===== src/rtl/mac_sr_pkg.sv =====
package mac_sr_pkg;
  typedef enum logic [2:0] {
    OP_MAC_ADD = 3'd0,
    OP_MAC_SUB = 3'd1,
    OP_ACC_ADD = 3'd2,
    OP_ACC_SUB = 3'd3,
    OP_ACC_NEG = 3'd4
  } op_kind_e;

  function automatic logic op_is_legal(logic [2:0] k);
    return k <= 3'd4;
  endfunction

  function automatic logic op_is_sub(logic [2:0] k);
    return (k == OP_MAC_SUB) || (k == OP_ACC_SUB) || (k == OP_ACC_NEG);
  endfunction
endpackage


===== src/rtl/mac_product.sv =====
module mac_product #(
  parameter int DW    = 16,
  parameter int GUARD = 8,
  localparam int ACC_W = 2*DW + GUARD,
  localparam int PW    = 2*DW + 2
) (
  input  logic [DW-1:0]    opa,
  input  logic [DW-1:0]    opb,
  input  logic             zero_ext,
  input  logic             frac,
  output logic [ACC_W-1:0] prod_ext
);
  logic [DW:0]  wa, wb;
  logic [PW-1:0] xa, xb, raw, shifted;

  // widen operands to DW+1 bits, then to full product width
  assign wa = {opa[DW-1] & ~zero_ext, opa};
  assign wb = {opb[DW-1] & ~zero_ext, opb};
  assign xa = {{(PW-DW-1){wa[DW]}}, wa};
  assign xb = {{(PW-DW-1){wb[DW]}}, wb};
  assign raw = xa * xb;
  assign shifted = frac ? {raw[PW-2:0], 1'b0} : raw;
  assign prod_ext = {{(ACC_W-PW){shifted[PW-1]}}, shifted};
endmodule


===== src/rtl/mac_addsat.sv =====
module mac_addsat #(
  parameter int DW    = 16,
  parameter int GUARD = 8,
  localparam int ACC_W = 2*DW + GUARD,
  localparam int LOW_W = 2*DW
) (
  input  logic [ACC_W-1:0] base,
  input  logic [ACC_W-1:0] operand,
  input  logic             sub,
  input  logic             sat_en,
  input  logic             sat_full,
  output logic [ACC_W-1:0] result,
  output logic             ovf_full,
  output logic             sat_hit,
  output logic             guard_ov
);
  localparam logic [ACC_W-1:0] MAX_FULL = {1'b0, {(ACC_W-1){1'b1}}};
  localparam logic [ACC_W-1:0] MIN_FULL = {1'b1, {(ACC_W-1){1'b0}}};
  localparam logic [ACC_W-1:0] MAX_LOW  = {{(GUARD+1){1'b0}}, {(LOW_W-1){1'b1}}};
  localparam logic [ACC_W-1:0] MIN_LOW  = {{(GUARD+1){1'b1}}, {(LOW_W-1){1'b0}}};

  logic [ACC_W:0]     ext_base, ext_op, ext_neg, sum;
  logic [GUARD+1:0]   low_win;
  logic               ovf_low, neg;
  logic [GUARD:0]     res_win;

  assign ext_base = {base[ACC_W-1], base};
  assign ext_op   = {operand[ACC_W-1], operand};
  assign ext_neg  = -ext_op;
  assign sum      = ext_base + (sub ? ext_neg : ext_op);
  assign neg      = sum[ACC_W];
  assign ovf_full = sum[ACC_W] ^ sum[ACC_W-1];
  assign low_win  = sum[ACC_W:LOW_W-1];
  assign ovf_low  = !((&low_win) || !(|low_win));

  always_comb begin
    result  = sum[ACC_W-1:0];
    sat_hit = 1'b0;
    if (sat_en) begin
      if (sat_full) begin
        if (ovf_full) begin
          result  = neg ? MIN_FULL : MAX_FULL;
          sat_hit = 1'b1;
        end
      end else if (ovf_low) begin
        result  = neg ? MIN_LOW : MAX_LOW;
        sat_hit = 1'b1;
      end
    end else begin
      sat_hit = ovf_full;
    end
  end

  assign res_win  = result[ACC_W-1:LOW_W-1];
  assign guard_ov = !((&res_win) || !(|res_win));
endmodule


===== src/rtl/mac_round.sv =====
module mac_round #(
  parameter int DW    = 16,
  parameter int GUARD = 8,
  localparam int ACC_W = 2*DW + GUARD,
  localparam int HI_W  = ACC_W - DW
) (
  input  logic [ACC_W-1:0] acc,
  input  logic             convergent,
  input  logic             clamp,
  output logic [DW-1:0]    word
);
  localparam logic [DW-1:0] HALF = {1'b1, {(DW-1){1'b0}}};
  localparam logic signed [HI_W:0] W_MAX = {{(HI_W-DW+2){1'b0}}, {(DW-1){1'b1}}};
  localparam logic signed [HI_W:0] W_MIN = {{(HI_W-DW+2){1'b1}}, {(DW-1){1'b0}}};

  logic              tie, inc;
  logic signed [HI_W:0] hi_rnd;

  assign tie    = (acc[DW-1:0] == HALF);
  assign inc    = (convergent && tie) ? acc[DW] : acc[DW-1];
  assign hi_rnd = $signed({acc[ACC_W-1], acc[ACC_W-1:DW]}) + $signed({{HI_W{1'b0}}, inc});

  always_comb begin
    word = hi_rnd[DW-1:0];
    if (clamp) begin
      if (hi_rnd > W_MAX)      word = {1'b0, {(DW-1){1'b1}}};
      else if (hi_rnd < W_MIN) word = {1'b1, {(DW-1){1'b0}}};
    end
  end
endmodule


===== src/rtl/mac_satround.sv =====
module mac_satround
  import mac_sr_pkg::*;
#(
  parameter int DW    = 16,
  parameter int GUARD = 8,
  localparam int ACC_W = 2*DW + GUARD,
  localparam int N_ACC = 2
) (
  input  logic             clk,
  input  logic             rst,
  input  logic             op_valid,
  input  logic [2:0]       op_kind,
  input  logic             acc_sel,
  input  logic [DW-1:0]    mul_a,
  input  logic [DW-1:0]    mul_b,
  input  logic             cfg_frac,
  input  logic             cfg_unsigned,
  input  logic             cfg_conv_rnd,
  input  logic             cfg_sat_a,
  input  logic             cfg_sat_b,
  input  logic             cfg_sat39,
  input  logic             cfg_wsat,
  input  logic             cfg_trap_en,
  input  logic             clr_sat_a,
  input  logic             clr_sat_b,
  input  logic             st_req,
  input  logic             st_sel,
  output logic [ACC_W-1:0] acc_a,
  output logic [ACC_W-1:0] acc_b,
  output logic             ov_a,
  output logic             ov_b,
  output logic             ov_any,
  output logic             sat_a,
  output logic             sat_b,
  output logic             sat_any,
  output logic             trap_req,
  output logic             st_valid,
  output logic [DW-1:0]    st_word
);
  logic [ACC_W-1:0] acc_q [N_ACC];
  logic [N_ACC-1:0] ov_q, sat_q;
  logic [N_ACC-1:0] sat_en_v, clr_v, wr_v, hit_v, ovf_v, gov_v;
  logic [ACC_W-1:0] res_v [N_ACC];
  logic [ACC_W-1:0] prod;
  logic [DW-1:0]    rnd_word;
  logic             is_mac, is_neg, is_sub, legal;

  assign sat_en_v = {cfg_sat_b, cfg_sat_a};
  assign clr_v    = {clr_sat_b, clr_sat_a};
  assign legal    = op_is_legal(op_kind);
  assign is_mac   = (op_kind == OP_MAC_ADD) || (op_kind == OP_MAC_SUB);
  assign is_neg   = (op_kind == OP_ACC_NEG);
  assign is_sub   = op_is_sub(op_kind);

  mac_product #(.DW(DW), .GUARD(GUARD)) u_prod (
    .opa(mul_a), .opb(mul_b), .zero_ext(cfg_unsigned), .frac(cfg_frac),
    .prod_ext(prod)
  );

  for (genvar g = 0; g < N_ACC; g++) begin : g_acc
    logic [ACC_W-1:0] base, operand;
    assign base    = is_neg ? '0 : acc_q[g];
    assign operand = is_mac ? prod : (is_neg ? acc_q[g] : acc_q[N_ACC-1-g]);
    assign wr_v[g] = op_valid && legal && (acc_sel == g[0]);

    mac_addsat #(.DW(DW), .GUARD(GUARD)) u_sat (
      .base(base), .operand(operand), .sub(is_sub),
      .sat_en(sat_en_v[g]), .sat_full(cfg_sat39),
      .result(res_v[g]), .ovf_full(ovf_v[g]), .sat_hit(hit_v[g]),
      .guard_ov(gov_v[g])
    );

    always_ff @(posedge clk) begin
      if (rst) begin
        acc_q[g] <= '0;
        ov_q[g]  <= 1'b0;
        sat_q[g] <= 1'b0;
      end else begin
        if (wr_v[g]) begin
          acc_q[g] <= res_v[g];
          ov_q[g]  <= gov_v[g];
        end
        // set has priority over clear
        sat_q[g] <= (sat_q[g] & ~clr_v[g]) | (wr_v[g] & hit_v[g]);
      end
    end
  end

  mac_round #(.DW(DW), .GUARD(GUARD)) u_rnd (
    .acc(st_sel ? acc_q[1] : acc_q[0]), .convergent(cfg_conv_rnd),
    .clamp(cfg_wsat), .word(rnd_word)
  );

  always_ff @(posedge clk) begin
    if (rst) begin
      trap_req <= 1'b0;
      st_valid <= 1'b0;
      st_word  <= '0;
    end else begin
      trap_req <= cfg_trap_en && |(wr_v & ovf_v & ~sat_en_v);
      st_valid <= st_req;
      if (st_req) st_word <= rnd_word;
    end
  end

  assign acc_a   = acc_q[0];
  assign acc_b   = acc_q[1];
  assign ov_a    = ov_q[0];
  assign ov_b    = ov_q[1];
  assign sat_a   = sat_q[0];
  assign sat_b   = sat_q[1];
  assign ov_any  = |ov_q;
  assign sat_any = |sat_q;
endmodule


===== config.mk =====
export PLATFORM = sky130hd
export DESIGN_NAME = mac_satround
export DESIGN_NICKNAME = d
export VERILOG_FILES = /design/src/rtl/mac_sr_pkg.sv /design/src/rtl/mac_product.sv /design/src/rtl/mac_addsat.sv /design/src/rtl/mac_round.sv /design/src/rtl/mac_satround.sv
export SDC_FILE = /design/constraint.sdc
export NUM_CORES = 2
export LEC_CHECK = 0
export CORE_MARGIN = 5
export CORE_UTILIZATION = 35
export DETAILED_ROUTE_END_ITERATION = 8
export PLACE_DENSITY_LB_ADDON = 0.15
export SLEW_MARGIN = 20
export SYNTH_ARGS = -nofsm -noshare
export SYNTH_HDL_FRONTEND = slang
export SYNTH_HIERARCHICAL = 1
export SYNTH_SLANG_ARGS = --single-unit

===== constraint.sdc =====
create_clock -name clk -period 14.9 [get_ports clk]
set_input_delay 4.47 -clock clk [delete_from_list [all_inputs] [get_ports clk]]
set_output_delay 4.47 -clock clk [all_outputs]
set_load 0.02 [all_outputs]

# Word-level counts from Yosys, hierarchy flattened
# Memories as Yosys holds them, arrays and structs flattened.
# Cells that the tools add are included.
[totals]
n_memories = 1
elab_cells = 114
reg_bits = 22
ramBits = 80
output_inout_bits = 104
input_bits = 51
[op_classes]
n_reduce_logical = 30
n_addsub = 5
n_eq_ne = 4
n_lt_le_gt_ge = 3
bitwise_logic = 19
mul = 1
n_mux = 44
[memory_table]
columns = ["name", "depth", "word_bits", "rd", "rd_ports_with_merged_regs", "write_ports", "line_no", "text"]
rows = [
  ["acc_q", 2, 40, 2, 0, 2, "mac_satround.sv:40", "logic [ACC_W-1:0] acc_q [N_ACC];"],
]
[ops]
columns = ["cell", "n"]
rows = [
  ["two-way mux 40 bit", 21],
  ["adder 41 bit", 2],
  ["two-way mux 41 bit", 2],
  ["negator 41 bit", 2],
  ["two-way mux 16 bit", 3],
  ["multiplier 17 x 17 -> 34 bit", 1],
  ["two-way mux 34 bit", 1],
  ["adder 24 x 2 -> 25 bit", 1],
  ["> comparator 25 x 16 -> 1 bit, second input constant", 1],
  ["< comparator 25 x 16 -> 1 bit, second input constant", 1],
  ["AND reduction 10 bit", 2],
  ["OR reduction 10 bit", 2],
  ["AND reduction 9 bit", 2],
  ["OR reduction 9 bit", 2],
  ["two-way mux 1 bit", 17],
  ["== test 16 bit, second input constant", 1],
  ["logical OR 1 bit", 7],
  ["bitwise AND 1 bit", 6],
  ["zero test 1 bit", 6],
  ["OR reduction 2 bit", 3],
  ["logical AND 1 bit", 5],
  ["bitwise AND 2 bit", 2],
  ["NOT 1 bit", 4],
  ["bitwise OR 1 bit", 4],
  ["other kinds (7)", 8],
]

# Logic depth before layout (Yosys ltp)
[depth]
depth_word = 18
ltp_mapped = 54
mapped_depth_nobuf = 52

# Hierarchy
# The synthesis kept the hierarchy.
[modules_own_cells]
columns = ["mod", "area_per_inst_um2", "seq_area_each_um2", "instances", "cells_per_inst"]
rows = [
  ["mac_product", 11496.0, 0.0, 1, 1286],
  ["mac_addsat", 3817.4, 0.0, 2, 564],
  ["mac_satround", 6110.9, 2842.7, 1, 699],
  ["mac_round", 788.3, 0.0, 1, 121],
]

# Least setup slack after synthesis
# No wires, ideal clock.
[synth_timing]
path_kind = "input port to flip-flop"
from = "in mul_b[8]"
to = "reg ov_q[0] (netlist: ov_a)"
slack_ps = -518
path_buffers = 4
t_required_ps = 14829
setup_time_ps = 71
arrival_ps = 15347
cell_stages = 52
cell_sequence = "clkbuf_1 -> clkbuf_1 -> nand2_1 -> fa_1 -> inv_1 -> fa_1 -> inv_1 -> fa_1 -> inv_1 -> fa_1 -> fa_1 -> inv_1 -> fa_1 -> inv_1 -> ha_1 -> clkbuf_1 -> nor3_1 -> a211oi_1 -> (+16 left out) -> a21o_1 -> a21o_1 -> clkbuf_1 -> a21oi_1 -> o21bai_1 -> a32o_1 -> o21ai_0 -> nand2b_1 -> xor2_1 -> inv_1 -> ha_1 -> o211ai_1 -> or4_4 -> and2_1 -> a211oi_1 -> o32a_1 -> or3b_1 -> a21oi_1"
[synth_via]
elab_chain_len = 16
elab_cells_between_ends = 22
cone_classes = "add/sub: 2; mul: 1; mux: 9; bitwise: 1; reduce/logical: 9"
[synth_lines]
columns = ["item", "line_no", "text"]
rows = [
  ["start: declaration", "mac_satround.sv:15", "input logic [DW-1:0] mul_b,"],
  ["multiplier 17 x 17 -> 34 bit *", "mac_product.sv:21", "assign raw = xa * xb;"],
  ["two-way mux 34 bit *", "mac_product.sv:22", "assign shifted = frac ? {raw[PW-2:0], 1'b0} : raw;"],
  ["named net prod[25]", "mac_satround.sv:44", "logic [ACC_W-1:0] prod;"],
  ["two-way mux 40 bit *", "mac_satround.sv:63", "assign operand = is_mac ? prod : (is_neg ? acc_q[g] : acc_q[N_ACC-1-g]);"],
  ["named net g_acc[0].operand[25]", "mac_satround.sv:61", "logic [ACC_W-1:0] base, operand;"],
  ["negator 41 bit", "mac_addsat.sv:29", "assign ext_neg = -ext_op;"],
  ["two-way mux 41 bit *", "mac_addsat.sv:30", "assign sum = ext_base + (sub ? ext_neg : ext_op);"],
  ["adder 41 bit *", "mac_addsat.sv:30", ""],
  ["(+3 left out)", "-", ""],
  ["two-way mux 40 bit", "mac_addsat.sv:45", "end else if (ovf_low) begin"],
  ["two-way mux 40 bit", "mac_addsat.sv:40", "if (sat_full) begin"],
  ["two-way mux 40 bit *", "mac_addsat.sv:39", "if (sat_en) begin"],
  ["OR reduction 9 bit", "mac_addsat.sv:55", "assign guard_ov = !((&res_win) || !(|res_win));"],
  ["zero test 1 bit", "mac_addsat.sv:55", ""],
  ["logical OR 1 bit *", "mac_addsat.sv:55", ""],
  ["zero test 1 bit *", "mac_addsat.sv:55", ""],
  ["named net gov_v[0]", "mac_satround.sv:42", "logic [N_ACC-1:0] sat_en_v, clr_v, wr_v, hit_v, ovf_v, gov_v;"],
  ["end signal: indexed assignment", "mac_satround.sv:81", "ov_q[g] <= gov_v[g];"],
  ["end: declaration", "mac_satround.sv:41", "logic [N_ACC-1:0] ov_q, sat_q;"],
]
# Mark *: on every way through the listed nets, which the timed path passes. The rest lies on a longest branch.
# A chain may end at the register's enable or synchronous reset.

==> metrics <==
design area=approximately 35000 sq um; Initial Util=0.351; crit path max fanout=7; slowest stage delay, CP=0.57 ns; largest net degree at the start of global routing=between 60 and 70; Top Family by Delay on Critical Path=adder cells; IO Pins=roughly 160; Mean Syn Cell Area=8.05 sq um; Num CTS Buffers=9; fin crit period=between 15 and 20 ns; synth unique cells=about 90; drt first pass iters=5; Slew Viols, Final=0; top_reg_cell synth=edfxtp_1; Setup-failing EPs final=71; Critical path buffers and inverters=13; DRC Markers=0; htree depth=3; total track usage=0.215; Critical Path Source Type=input pin; Final WS setup=-0.220 ns; Synth area leaders=fa_1 23%, edfxtp_1 9.2%, ha_1 8.7%; Final Util=0.470; Syn-to-layout area delta=33.8%; Clock transition at path regs=roughly 0.090 ns; Iter 0 DRT Violations=approximately 1400; vias in the first global route=approximately 25000; failing checks=negative setup slack; via/cell ratio=around 5; Port-buffer cells=154; Post-Route WL=88300 um; post-synthesis register bit count=102; yosys warns=6; share of layout cells above drive strength 1=0.262; pre-CTS setup slack=-1.11 ns; placer's final routability congestion estimate=between 0.9 and 1; leading area contributor after synthesis=fa_1; initial antenna violation count=1; Final Skew=approximately 0.015 ns; most frequent cell on the critical path=fa_1; routed via count=roughly 25000; Critical Path End Type=flip-flop; CTS max path bufs=2; placed instance area=between 30000 and 40000 sq um; Die Ht=~280 um; first-pass GRT wire length=138000 um; GR Overflow Total=0; Mapped Area=~26000 sq um; share of the synthesized area in the top cell type=0.229; status=finished with violations; HP Class=reg2reg; Hold Buf Count CTS=0; FP Rows=100; Syn Nets=3764; Sink Count=102; slowest CP cell=fa_1; CTS root buf=clkbuf_16; sequential area share after synthesis=0.109; maximum clock rate=0.0661 GHz; n_diodes=0; CTS tree=done; per-cell routed wire length=approximately 18 um; core area=between 70000 and 80000 sq um; Worst Path Required=approximately 15 ns; synthesized instance count=around 3200; final hold viol count=0; Tcrit/Tclk final=1.01; Post-synth ARST share=0; number of flops mapped to enable cells by yosys=80; Rel. slew slack=0.325; half-perimeter wire length after placement=~72000 um; fillcell total=approximately 7500; Max-Cap Viols=0; full die area=about 80000 sq um; Layout Nets=between 4000 and 5000; post-route ant nets=0; Worst-Margin Slew=a little over 1 ns; die width=283 um; Worst Setup Path Type=in2reg; RSZ-0062 raised after global routing=true; Arr. time, crit path=roughly 15 ns; Worst-Skew Late Latency=approximately 0.39 ns
[tightest hold or removal path: stages (launching register included)]
cell	delay, ns
dfxtp_1	0.32
nand2b_1	0.07
a21oi_1	0.05
[final timing paths]
kind	startpoint	end	slack [ns]	cells past startpoint
worst max-delay path	mul_b[7]	acc_q[1][10]$_SDFFCE_PN0P_	-0.22	52
worst min-delay path	sat_b$_SDFF_PP0_	sat_b$_SDFF_PP0_	0.48	2
worst max register to register	acc_q[0][6]$_SDFFCE_PN0P_	acc_q[1][10]$_SDFFCE_PN0P_	7.78	32
worst min register to register	sat_b$_SDFF_PP0_	sat_b$_SDFF_PP0_	0.48	2
[per-layer routing]
layer / GRT usage / up-vias / routed length [um]
met2: 0.360 / 527 / 41600
met1: 0.306 / 11784 / 41300
met3: 0.0151 / 92 / 3100
met4: 0.0535 / 2 / 2240
met5: 0 / - / 11
li1: - / 12268 / -
[stage by stage]
step | cells | hold slack [ns] | TNS [ns]
3_5_place_dp | 4794 | 0.477 | -82.88
3_3_place_gp | 4794 | 0.474 | -74.76
5_1_grt | 4871 | 0.507 | -43.48
4_1_cts | 4826 | 0.489 | -23.83
6_report | 4871 | 0.485 | -7.37
2_1_floorplan | 3234 | 0.550 | -0.933
[state kept, by name, indices dropped and copies added (netlist names)]
signal	count
st_word	16
ov_a	1
st_valid	1
acc_q	80
sat_a	1
ov_b	1
trap_req	1
sat_b	1
[layout make-up]
type / instances / area (sq um) / area share
clock buffer: 10 / 250 / 0.00719
timing repair buffer: 813 / 6930 / 0.199
clock inverter: 6 / 57.6 / 0.00165
multi-input combinational: 2547 / 21900 / 0.630
inverter: 424 / 1590 / 0.0457
tap: 969 / 1210 / 0.0348
sequential: 102 / 2840 / 0.0816
[placed cells by master (no fill, tap or decap), types with 32 or more instances in the layout]
cell / count
xor2_1: 49
inv_1: 405
nor3_1: 40
buf_6: 32
buf_4: 602
fa_1: 283
and2_1: 163
and3_1: 52
nand2_1: 451
o21ai_2: 33
edfxtp_1: 80
mux2_2: 56
ha_1: 162
o21ai_0: 126
nand4_1: 35
nor2_1: 139
a21o_1: 42
xnor2_1: 138
a21oi_1: 106
a31oi_1: 97
clkdlybuf4s50_1: 119
[timing repair]
action / in CTS / in global routing
setup endpoints to repair: 85 / 85
resized for setup: 89 / 250
setup buffers: 12 / 41
pin swaps: 21 / 98
gates cloned: 4 / 6
[cell families after synthesis]
family / synth area share
AND/OR/NAND/NOR: 0.211
buffers and inverters: 0.0913
adder cells (fa/ha/maj): 0.316
AO/OA/AOI/OAI: 0.173
flip-flops: 0.109
multiplexers: 0.0336
XOR/XNOR: 0.0652
[synthesized netlist by cell type (12+ instances only)]
cell type,count
a211oi_1,23
a21o_1,42
a21oi_1,123
a31oi_1,101
and2_1,174
and3_1,53
buf_2,28
buf_4,14
clkbuf_1,100
dfxtp_1,22
edfxtp_1,80
fa_1,298
ha_1,181
inv_1,422
mux2_2,58
mux2i_1,21
nand2_1,470
nand2b_1,27
nand3_1,28
nand4_1,35
nor2_1,146
nor3_1,46
nor4_1,20
o211ai_1,21
o21a_1,25
o21ai_0,161
o21ai_1,12
o21bai_1,16
o22ai_1,25
o31ai_1,32
o32ai_1,13
o41ai_1,14
or2_2,13
or3_1,18
xnor2_1,139
xor2_1,51
Power is left out: the tool's default activity adds up to more than one toggle a clock period on the data nets, which glitch-free logic cannot reach.
